## config.mk

```make
export PLATFORM = sky130hd
export DESIGN_NAME = ldev_resource_file
export DESIGN_NICKNAME = d
export VERILOG_FILES = /design/src/rtl/ldev_pkg.sv /design/src/rtl/ldev_regs.sv /design/src/rtl/ldev_range_probe.sv /design/src/rtl/ldev_resource_file.sv
export SDC_FILE = /design/constraint.sdc
export NUM_CORES = 1
export LEC_CHECK = 0
export CAP_MARGIN = 5
export CORE_MARGIN = 10
export CORE_UTILIZATION = 35
export DETAILED_ROUTE_END_ITERATION = 16
export GPL_ROUTABILITY_DRIVEN = 0
export RECOVER_POWER = 25
export SETUP_SLACK_MARGIN = 0.15
export SLEW_MARGIN = 5
export SYNTH_ARGS = -nofsm -noshare
export SYNTH_HDL_FRONTEND = slang
export SYNTH_SLANG_ARGS = --single-unit
```

## constraint.sdc

```tcl
create_clock -name clk -period 12.2 [get_ports clk]
set_input_delay 1.22 -clock clk [delete_from_list [all_inputs] [get_ports clk]]
set_output_delay 1.22 -clock clk [all_outputs]
set_load 0.02 [all_outputs]
```

## src/rtl/ldev_pkg.sv

```systemverilog
package ldev_pkg;
  localparam int NUM_IO   = 8;
  localparam int NUM_IRQ  = 2;
  localparam int NUM_DMA  = 2;
  localparam int IO_SPAN  = 8;
  localparam logic [7:0] IDX_ACT = 8'h30;
  localparam logic [7:0] IDX_RC  = 8'h31;
  localparam logic [3:0] IOB_HI  = 4'h6;   // 0x60..0x6F
  localparam logic [5:0] IRQ_HI  = 6'h1C;  // 0x70..0x73
  localparam logic [6:0] DMA_HI  = 7'h3A;  // 0x74..0x75
  localparam logic [2:0] DMA_NONE = 3'd4;
  localparam logic [7:0] PAT_ONE  = 8'h55;
  localparam logic [7:0] PAT_ZERO = 8'hAA;

  typedef struct packed {
    logic act;
    logic rc_en;
    logic rc_pat;
  } ldev_ctl_t;
endpackage

```

## src/rtl/ldev_regs.sv

```systemverilog
module ldev_regs
  import ldev_pkg::*;
(
  input  logic                      clk,
  input  logic                      rst_n,
  input  logic                      clr,
  input  logic                      wr,
  input  logic [7:0]                idx,
  input  logic [7:0]                wdata,
  output logic [7:0]                rdata,
  output ldev_ctl_t                 ctl,
  output logic [NUM_IO*16-1:0]      base_o,
  output logic [NUM_IRQ*4-1:0]      lvl_o,
  output logic [NUM_IRQ-1:0]        hi_o,
  output logic [NUM_IRQ-1:0]        lt_o,
  output logic [NUM_DMA*3-1:0]      dma_o
);
  ldev_ctl_t   ctl_q;
  logic [15:0] base_q [NUM_IO];
  logic [3:0]  lvl_q  [NUM_IRQ];
  logic [1:0]  ictl_q [NUM_IRQ];
  logic [2:0]  dma_q  [NUM_DMA];

  logic hit_iob, hit_irq, hit_dma;
  assign hit_iob = (idx[7:4] == IOB_HI);
  assign hit_irq = (idx[7:2] == IRQ_HI);
  assign hit_dma = (idx[7:1] == DMA_HI);

  always_ff @(posedge clk) begin
    if (!rst_n || clr) begin
      ctl_q <= '0;
      for (int k = 0; k < NUM_IO; k++)  base_q[k] <= '0;
      for (int j = 0; j < NUM_IRQ; j++) begin lvl_q[j] <= '0; ictl_q[j] <= '0; end
      for (int d = 0; d < NUM_DMA; d++) dma_q[d] <= '0;
    end else if (wr) begin
      if (idx == IDX_ACT) begin
        if (!wdata[0] || !ctl_q.rc_en) ctl_q.act <= wdata[0];
      end else if (idx == IDX_RC) begin
        ctl_q.rc_en  <= wdata[1];
        ctl_q.rc_pat <= wdata[0];
      end else if (hit_iob) begin
        if (idx[0]) base_q[idx[3:1]][7:0]  <= wdata;
        else        base_q[idx[3:1]][15:8] <= wdata;
      end else if (hit_irq) begin
        if (idx[0]) ictl_q[idx[1]] <= wdata[1:0];
        else        lvl_q[idx[1]]  <= wdata[3:0];
      end else if (hit_dma) begin
        dma_q[idx[0]] <= wdata[2:0];
      end
    end
  end

  always_comb begin
    rdata = '0;
    if (idx == IDX_ACT)      rdata[0]   = ctl_q.act;
    else if (idx == IDX_RC)  rdata[1:0] = {ctl_q.rc_en, ctl_q.rc_pat};
    else if (hit_iob)        rdata = idx[0] ? base_q[idx[3:1]][7:0] : base_q[idx[3:1]][15:8];
    else if (hit_irq)        rdata = idx[0] ? {6'b0, ictl_q[idx[1]]} : {4'b0, lvl_q[idx[1]]};
    else if (hit_dma)        rdata = {5'b0, dma_q[idx[0]]};
  end

  assign ctl = ctl_q;
  for (genvar k = 0; k < NUM_IO; k++) begin : g_base
    assign base_o[k*16 +: 16] = base_q[k];
  end
  for (genvar j = 0; j < NUM_IRQ; j++) begin : g_irq
    assign lvl_o[j*4 +: 4] = lvl_q[j];
    assign hi_o[j] = ictl_q[j][1];
    assign lt_o[j] = ictl_q[j][0];
  end
  for (genvar d = 0; d < NUM_DMA; d++) begin : g_dma
    assign dma_o[d*3 +: 3] = dma_q[d];
  end

  // a set request while the probe is on leaves the device off
  a_r4_act_blocked: assert property (@(posedge clk) disable iff (!rst_n)
    (wr && !clr && idx == IDX_ACT && wdata[0] && ctl_q.rc_en && !ctl_q.act) |=> !ctl_q.act);
  // the flag can only rise after a cycle with the probe off
  a_r2_rise_needs_off: assert property (@(posedge clk) disable iff (!rst_n)
    (ctl_q.act && !$past(ctl_q.act)) |-> !$past(ctl_q.rc_en));
  // clear pulse empties the controls and DMA entries
  a_r1_clear: assert property (@(posedge clk) disable iff (!rst_n)
    clr |=> (ctl_q == '0 && dma_o == '0 && base_o == '0));
endmodule

```

## src/rtl/ldev_range_probe.sv

```systemverilog
module ldev_range_probe
  import ldev_pkg::*;
(
  input  logic                 armed,
  input  logic [NUM_IO*16-1:0] base_i,
  input  logic [15:0]          addr,
  output logic                 hit
);
  logic [NUM_IO-1:0] win;
  for (genvar k = 0; k < NUM_IO; k++) begin : g_win
    logic [16:0] lo, hi_ex, a;
    assign lo    = {1'b0, base_i[k*16 +: 16]};
    assign hi_ex = lo + 17'(IO_SPAN);
    assign a     = {1'b0, addr};
    assign win[k] = (lo != '0) && (a >= lo) && (a < hi_ex);
  end
  assign hit = armed && (|win);
endmodule

```

## src/rtl/ldev_resource_file.sv

```systemverilog
module ldev_resource_file
  import ldev_pkg::*;
#(
  parameter int NDEV = 2,
  localparam int SELW = (NDEV > 1) ? $clog2(NDEV) : 1
) (
  input  logic                      clk,
  input  logic                      rst_n,
  input  logic                      cfg_reset,
  input  logic                      cfg_en,
  input  logic [SELW-1:0]           dev_sel,
  input  logic [7:0]                cfg_index,
  input  logic                      cfg_wr,
  input  logic [7:0]                cfg_wdata,
  output logic [7:0]                cfg_rdata,
  input  logic                      io_rd,
  input  logic [15:0]               io_addr,
  output logic                      io_drive,
  output logic [7:0]                io_data,
  output logic [NDEV-1:0]           dev_active,
  output logic [NDEV*NUM_IO*16-1:0] io_base,
  output logic [NDEV*NUM_IRQ*4-1:0] irq_level,
  output logic [NDEV*NUM_IRQ-1:0]   irq_high,
  output logic [NDEV*NUM_IRQ-1:0]   irq_level_trig,
  output logic [NDEV*NUM_DMA*3-1:0] dma_chan,
  output logic [NDEV*NUM_DMA-1:0]   dma_used
);
  logic [7:0]  rd_arr [NDEV];
  ldev_ctl_t   ctl    [NDEV];
  logic [NDEV-1:0] hit;

  for (genvar i = 0; i < NDEV; i++) begin : g_dev
    logic wr_i;
    assign wr_i = cfg_wr && cfg_en && (dev_sel == SELW'(i));
    ldev_regs u_regs (
      .clk(clk), .rst_n(rst_n), .clr(cfg_reset), .wr(wr_i),
      .idx(cfg_index), .wdata(cfg_wdata), .rdata(rd_arr[i]), .ctl(ctl[i]),
      .base_o(io_base[i*NUM_IO*16 +: NUM_IO*16]),
      .lvl_o(irq_level[i*NUM_IRQ*4 +: NUM_IRQ*4]),
      .hi_o(irq_high[i*NUM_IRQ +: NUM_IRQ]),
      .lt_o(irq_level_trig[i*NUM_IRQ +: NUM_IRQ]),
      .dma_o(dma_chan[i*NUM_DMA*3 +: NUM_DMA*3])
    );
    ldev_range_probe u_probe (
      .armed(ctl[i].rc_en && !ctl[i].act),
      .base_i(io_base[i*NUM_IO*16 +: NUM_IO*16]),
      .addr(io_addr), .hit(hit[i])
    );
    assign dev_active[i] = ctl[i].act;
    for (genvar d = 0; d < NUM_DMA; d++) begin : g_du
      assign dma_used[i*NUM_DMA+d] = (dma_chan[(i*NUM_DMA+d)*3 +: 3] != DMA_NONE);
    end
  end

  always_comb begin
    cfg_rdata = '0;
    for (int i = 0; i < NDEV; i++)
      if (dev_sel == SELW'(i)) cfg_rdata = rd_arr[i];
  end

  // lowest-numbered matching device wins
  always_comb begin
    io_drive = 1'b0;
    io_data  = '0;
    for (int i = NDEV-1; i >= 0; i--) begin
      if (io_rd && hit[i]) begin
        io_drive = 1'b1;
        io_data  = ctl[i].rc_pat ? PAT_ONE : PAT_ZERO;
      end
    end
  end

  a_r5_drive_needs_read: assert property (@(posedge clk) disable iff (!rst_n)
    io_drive |-> io_rd);
  a_r5_pattern: assert property (@(posedge clk) disable iff (!rst_n)
    io_drive |-> (io_data == PAT_ONE || io_data == PAT_ZERO));
  a_r6_quiet_data: assert property (@(posedge clk) disable iff (!rst_n)
    !io_drive |-> (io_data == 8'h00));
  a_r6_active_silent: assert property (@(posedge clk) disable iff (!rst_n)
    (&dev_active) |-> !io_drive);
  a_r10_idle_stable: assert property (@(posedge clk) disable iff (!rst_n)
    (!cfg_en && !cfg_reset) |=> ($stable(dev_active) && $stable(io_base) && $stable(dma_chan)));
endmodule

```

==> results of run 1 <==
sequential cells by signal, indices dropped and copies added (netlist names):
register,flops
g_dev.u_regs.base_q,256
g_dev.u_regs.ctl,6
g_dev.u_regs.dma_q,12
g_dev.u_regs.ictl_q,8
g_dev.u_regs.lvl_q,16
power breakdown:
part	total, uW	internal [uW]	switching, uW	leakage, uW
registers	1310	1180	135	0.00323
logic	799	308	490	0.0100
clock network	1020	574	450	0.000505
per-layer routing:
| metal | vias up | share of wire | wire length, microns | GRT usage |
|---|---|---|---|---|
| met1 | 13090 | 0.41 | 50950 | 0.3395 |
| met5 | - | 0.00079 | 98 | 0 |
| met4 | 16 | 0.037 | 4616 | 0.08838 |
| met2 | 1559 | 0.43 | 53030 | 0.3893 |
| li1 | 12050 | - | - | - |
| met3 | 279 | 0.12 | 15180 | 0.07006 |
layout make-up:
| class | instances | area (sq um) | share of cell area |
|---|---|---|---|
| tap | 1060 | 1326 | 0.03905 |
| antenna | 1 | 2.502 | 0.00007367 |
| clock buffer | 42 | 902.1 | 0.02656 |
| sequential | 298 | 8889 | 0.2617 |
| multi-input combinational | 2395 | 17990 | 0.5296 |
| timing repair buffer | 384 | 3647 | 0.1074 |
| clock inverter | 17 | 167.7 | 0.004936 |
| inverter | 278 | 1044 | 0.03072 |
cell families (layout without fill, tap and decap cells):
logic type,count (synthesis),after routing
flip-flops,298,298
buffers and inverters,385,721
other,0,1
AO/OA/AOI/OAI,643,643
AND/OR/NAND/NOR,1069,1069
XOR/XNOR,176,176
adder cells (fa/ha/maj),488,488
multiplexers,19,19
how the worst max path moves through the flow:
stage,end,from,slack [ns],cells past startpoint
2_1_floorplan,io_data[3],io_addr[0],6.74,12
4_1_cts,io_data[5],io_addr[2],4.98,13
6_report,io_data[5],io_addr[2],4.79,13
3_5_place_dp,io_data[5],io_addr[2],5.01,13
5_1_grt,io_data[1],io_addr[2],4.73,13
3_3_place_gp,io_data[3],io_addr[2],4.98,13
critical path: stages:
cell                              delay (ns)
sky130_fd_sc_hd__clkdlybuf4s50_1        0.46
sky130_fd_sc_hd__buf_4                  0.39
sky130_fd_sc_hd__ha_1                   0.33
sky130_fd_sc_hd__a211o_1                0.29
sky130_fd_sc_hd__a31oi_1                0.17
sky130_fd_sc_hd__nor4_1                 0.08
sky130_fd_sc_hd__a2111oi_0              0.45
sky130_fd_sc_hd__nor3_1                 0.10
sky130_fd_sc_hd__o31a_1                 0.30
sky130_fd_sc_hd__a2111oi_1              0.71
sky130_fd_sc_hd__a211o_2                0.29
sky130_fd_sc_hd__mux2i_1                0.62
sky130_fd_sc_hd__clkdlybuf4s50_1        0.74
metrics by stage:
stage	hold WS [ns]	power, uW
2_1_floorplan	0.4812	1731
3_3_place_gp	0.5027	2112
3_5_place_dp	0.5147	2122
4_1_cts	0.5292	3137
5_1_grt	0.5648	3255
6_report	0.5236	3134
placed cells by master, fill, tap and decap left out, types with 11 or more instances in the layout:
cell	count
sky130_fd_sc_hd__and3_1	23
sky130_fd_sc_hd__ha_1	488
sky130_fd_sc_hd__a21o_1	69
sky130_fd_sc_hd__nand2_1	145
sky130_fd_sc_hd__a2111oi_0	15
sky130_fd_sc_hd__and4_1	27
sky130_fd_sc_hd__nand3_1	97
sky130_fd_sc_hd__a22oi_1	45
sky130_fd_sc_hd__a31oi_1	14
sky130_fd_sc_hd__o22ai_1	60
sky130_fd_sc_hd__nand4_1	111
sky130_fd_sc_hd__inv_1	271
sky130_fd_sc_hd__o21ai_1	26
sky130_fd_sc_hd__mux2i_1	17
sky130_fd_sc_hd__buf_2	23
sky130_fd_sc_hd__clkbuf_16	35
sky130_fd_sc_hd__nor2_1	153
sky130_fd_sc_hd__a21oi_1	145
sky130_fd_sc_hd__dlygate4sd3_1	221
sky130_fd_sc_hd__nor2b_1	29
sky130_fd_sc_hd__edfxtp_1	292
sky130_fd_sc_hd__nand2b_1	31
sky130_fd_sc_hd__nor4_1	88
sky130_fd_sc_hd__o21ai_0	97
sky130_fd_sc_hd__and2_1	301
sky130_fd_sc_hd__clkdlybuf4s50_1	109
sky130_fd_sc_hd__xnor2_1	176
sky130_fd_sc_hd__a221oi_1	33
sky130_fd_sc_hd__o211ai_1	19
sky130_fd_sc_hd__a211oi_1	29
sky130_fd_sc_hd__nor3_1	37
sky130_fd_sc_hd__o221ai_1	11
sky130_fd_sc_hd__buf_4	30
==> flow_summary.json, run 1 <==
{
  "post_layout_nonfiller_instances": 4475,
  "setup.worst_path.end_class": "primary output",
  "synth.area.top_cells": "sky130_fd_sc_hd__edfxtp_1, sky130_fd_sc_hd__ha_1, sky130_fd_sc_hd__and2_1",
  "synth.net_count": 3605,
  "hpwl_microns": 90940,
  "synthDominantAreaCellType": "sky130_fd_sc_hd__edfxtp_1",
  "cp_max_fo": 16,
  "layout.nets": 3919,
  "muxShareOfSynthArea": 0.007329,
  "synth_cell_type_count": 73,
  "hold_path.class": "flip-flop to flip-flop",
  "layout_setup_ws_ns": 4.792,
  "synth_top_family_by_area": "adder cells",
  "viasPerCell": 6.032,
  "syn-mean-instance-area_sq_um": 9.207,
  "report.final.slew_viol_count": 0,
  "static-leakage-power_uw": 0.01373,
  "synthArstFlopShare": 0,
  "totalNegativeSetupSlack_ns": 0,
  "grt_pass1_wl_microns": 179200,
  "avgRoutedWirePerCell_microns": 27.68,
  "core_sq_mm": 0.08042,
  "drc": 0,
  "cts_root_buffer": "sky130_fd_sc_hd__clkbuf_16",
  "tritoncts": "built",
  "grt_setup_unrepaired": "no",
  "grt_antenna_before_repair": 13,
  "crit_path_start_kind": "input port",
  "fillCellCount": 7952,
  "max_cap_violations": 0,
  "endpoints_failing_setup": 0,
  "cts_inserted_buffers": 35,
  "postPlaceCellArea_sq_mm": 0.03290,
  "report.final.hold_viol_count": 0,
  "start_util": 0.3524,
  "die_width_microns": 304.5,
  "yosysTopAreaCellShare": 0.3094,
  "die_y_microns": 304.5,
  "worst_slew_pin_slew_ns": 1.462,
  "synth-compound-area-share": 0.1495,
  "r2r_end": "g_dev[0].u_regs.ctl[2]",
  "fin_worst_skew_ns": 0.007847,
  "routed_wl_microns": 123900,
  "yosys.area_share.adder": 0.2155,
  "worstReg2RegStart": "g_dev[0].u_regs.ctl[2]",
  "worstSkewPairLatency_ns": 0.56,
  "drt_first_pass_iters": 6,
  "grt_start_max_net_pins": 54,
  "top_level_i_o_count": 354,
  "area.growth.synth_to_final_pct": 19.86,
  "most_used_standard_cells_in_the_synthesized_netlist": "sky130_fd_sc_hd__ha_1, sky130_fd_sc_hd__and2_1, sky130_fd_sc_hd__edfxtp_1",
  "vdd.ir_drop.worst_mv": 0.08246,
  "grt_util_overall": 0.2544,
  "yosysSeqAreaShare": 0.3137,
  "placement.setup.worst_slack_ns": 5.006,
  "synthMostInstantiatedCell": "sky130_fd_sc_hd__ha_1",
  "htree_levels": 2,
  "worstHoldStart": "g_dev[1].u_regs.ctl[0]",
  "port_buffers": 353,
  "drtAntennaViolNets": 0,
  "synth_xor_xnor_area_share": 0.05440,
  "run_status": "completed",
  "shortest_period_the_worst_path_allows_ns": 7.408,
  "timing_worst_setup_path_type": "input port to primary output",
  "netlist_area_sq_mm": 0.02834,
  "reg2reg_slack_ns": 11.22,
  "grt-ovfl-total": 0,
  "cts.reportedPaths.clkPinSlew_ns": 0.06,
  "final_core_utilization": 0.4224,
  "floorplan.die_area_sq_mm": 0.09275,
  "fin_crit_sh": 0.6072,
  "ys_seq_elements": 298,
  "post_route_cells_drive_above_1_share": 0.03515,
  "maxSlewHeadroom": 0.02078,
  "holdPathEnd": "g_dev[1].u_regs.ctl[0]",
  "cts.hold.buffers_added": 0,
  "tritoncts_num_sinks": 298,
  "synth-main-ff-cell": "sky130_fd_sc_hd__edfxtp_1",
  "timing.critical_path.arrival_ns": 6.19,
  "power_density_mw_per_mm2": 92.26,
  "final_area_sq_mm": 0.03397,
  "number_of_standard_cell_rows_in_the_floorplan": 104,
  "cts_buffer_depth": 3,
  "reg2reg_depth": 2,
  "grt_pass1_vias": 25844,
  "synth_enable_flop_cells": 292,
  "max_freq_mhz": 135.0,
  "synth-simple-area-share": 0.2073,
  "placed_cells_incl_taps": 4415,
  "syn_inst": 3078,
  "dr_total_vias": 26994,
  "cts_resized": 0,
  "synth.yosys.warnings": 0,
  "crit_required_ns": 10.98,
  "detail_route.iter0.violations": 3274,
  "post_cts_buffers": 0,
  "min_delay_path_depth": 2
}
No activity file was read; power rests on OpenSTA's default activity.
==> run 2: changes to the inputs <==
Clock period 12.2 ns to 7.4 ns, I/O delays scaled along.
==> flow_summary.json, run 2 (synthesized netlist as in run 1, its figures left out) <==
{
  "run_status": "completed",
  "cts_buffer_depth": 3,
  "fin_crit_sh": 0.8898,
  "core_sq_mm": 0.08042,
  "start_util": 0.3524,
  "grt_start_max_net_pins": 54,
  "shortest_period_the_worst_path_allows_ns": 6.584,
  "fin_worst_skew_ns": 0.003752,
  "cp_top_family": "compound AO/OA/AOI/OAI gates",
  "layout_setup_ws_ns": 0.8158,
  "worstReg2RegStart": "g_dev[0].u_regs.ctl[1]",
  "crit_required_ns": 6.66,
  "reg2reg_slack_ns": 6.48,
  "most_used_cells_in_the_layout_excluding_fill_and_tap_cells": "sky130_fd_sc_hd__ha_1, sky130_fd_sc_hd__and2_1, sky130_fd_sc_hd__edfxtp_1, sky130_fd_sc_hd__inv_1, sky130_fd_sc_hd__dlygate4sd3_1",
  "critPathSlowestCell": "sky130_fd_sc_hd__clkdlybuf4s50_1",
  "static-leakage-power_uw": 0.01381,
  "vdd.ir_drop.worst_mv": 0.1158,
  "worstSkewPairLatency_ns": 0.56,
  "grt_pass1_wl_microns": 176600,
  "worstHoldStart": "g_dev[1].u_regs.ctl[0]",
  "detail_route.iter0.violations": 3110,
  "grt_pass1_vias": 25650,
  "power_density_mw_per_mm2": 153.8,
  "crit_chain": "and4_1 > and3_1 > nand3_1 > xnor2_1 > ha_1 > nand4_1 > nor3_1 > o31a_1 > nor3_1 > o311ai_1 > o311ai_1 > a2111oi_1 > a211o_2 > mux2i_1 > clkdlybuf4s50_1",
  "critical_path.max_stage_delay_ns": 0.74,
  "worst_slew_pin_slew_ns": 1.269,
  "crit_path_start_kind": "flip-flop",
  "layout.nets": 3926,
  "max_freq_mhz": 151.9,
  "mostFrequentLayoutCell": "sky130_fd_sc_hd__ha_1",
  "routed_wl_microns": 122700,
  "cts_resized": 0,
  "viasPerCell": 5.963,
  "min_delay_path_depth": 2,
  "die_y_microns": 304.5,
  "tritoncts_num_sinks": 298,
  "reg.largest.list": "g_dev.u_regs.base_q: 256 flops, g_dev.u_regs.lvl_q: 16 flops, g_dev.u_regs.dma_q: 12 flops",
  "die_width_microns": 304.5,
  "timing_worst_setup_path_type": "flip-flop to primary output",
  "report.final.slew_viol_count": 0,
  "report.final.hold_viol_count": 0,
  "dr_total_vias": 26752,
  "logic_depth_of_the_worst_path_buffers_included": 15,
  "grt_util_overall": 0.2512,
  "final_area_sq_mm": 0.03411,
  "drt_first_pass_iters": 6,
  "cp.buffers_inverters": 1,
  "grt-ovfl-total": 0,
  "hold_path.class": "flip-flop to flip-flop",
  "setup.worst_path.end_class": "primary output",
  "reg2reg_depth": 3,
  "cts.reportedPaths.clkPinSlew_ns": 0.06,
  "hpwl_microns": 95120,
  "grt_antenna_before_repair": 10,
  "largest_register": "g_dev.u_regs.base_q",
  "timing.critical_path.arrival_ns": 5.84,
  "totalNegativeSetupSlack_ns": 0,
  "cts_root_buffer": "sky130_fd_sc_hd__clkbuf_16",
  "number_of_standard_cell_rows_in_the_floorplan": 104,
  "cts_inserted_buffers": 34,
  "htree_levels": 2,
  "grt_setup_unrepaired": "no",
  "port_buffers": 353,
  "cp_max_fo": 9,
  "largest_reg_flops": 256,
  "post_route_cells_drive_above_1_share": 0.03681,
  "placement.setup.worst_slack_ns": 1.177,
  "drc": 0,
  "final_core_utilization": 0.4242,
  "drtAntennaViolNets": 0,
  "post_cts_buffers": 0,
  "max_cap_violations": 0,
  "r2r_end": "g_dev[0].u_regs.ctl[2]",
  "tritoncts": "built",
  "floorplan.die_area_sq_mm": 0.09275,
  "postPlaceCellArea_sq_mm": 0.03299,
  "top_level_i_o_count": 354,
  "endpoints_failing_setup": 0,
  "cts.hold.buffers_added": 0,
  "hold_slack_ns": 0.5944,
  "area.growth.synth_to_final_pct": 20.38,
  "maxSlewHeadroom": 0.1501,
  "holdPathEnd": "g_dev[1].u_regs.ctl[0]",
  "avgRoutedWirePerCell_microns": 27.36
}
## run 2: area by class of cell
cell class	instances	area (sq um)
antenna	3	7.507
timing repair buffer	392	3729
inverter	278	1044
clock buffer	41	898.4
fill	7938	46300
multi-input combinational	2395	17990
sequential	298	8889
clock inverter	19	231.5
tap	1060	1326
## run 2: worst max-delay path by stage
stage	from	endpoint	slack, ns
finish	g_dev[0].u_regs.base_q[1][5]	io_data[5]	0.82
global route	g_dev[0].u_regs.base_q[1][5]	io_data[1]	0.51
CTS	g_dev[0].u_regs.base_q[1][5]	io_data[5]	0.92
detailed placement	io_addr[2]	io_data[5]	1.18
global placement	io_addr[0]	io_data[3]	1.25
floorplan	g_dev[1].u_regs.base_q[5][5]	io_data[3]	2.68
## run 2: worst min-delay path: cells and delay by family, from the launching register on
family / cells / cell delay [ns]
DFF: 1 / 0.35
muxes: 1 / 0.15
and+or+nand+nor: 1 / 0.05
## run 2: power by group
| group | switching (uW) | internal (uW) |
|---|---|---|
| registers | 221 | 1940 |
| clock network | 730 | 1040 |
| logic | 798 | 513 |
## run 2: layer usage
metal	global-route usage	part of all wire
met4	0.09169	0.039
met5	0	0.00034
met3	0.06529	0.11
met2	0.3934	0.44
met1	0.3284	0.41
## run 2: metrics by stage
step                cells  power (uW)
finish               4486        5245
global placement     4423        3483
CTS                  4483        5256
detailed placement   4423        3495
global route         4483        5450
floorplan            3078        2854
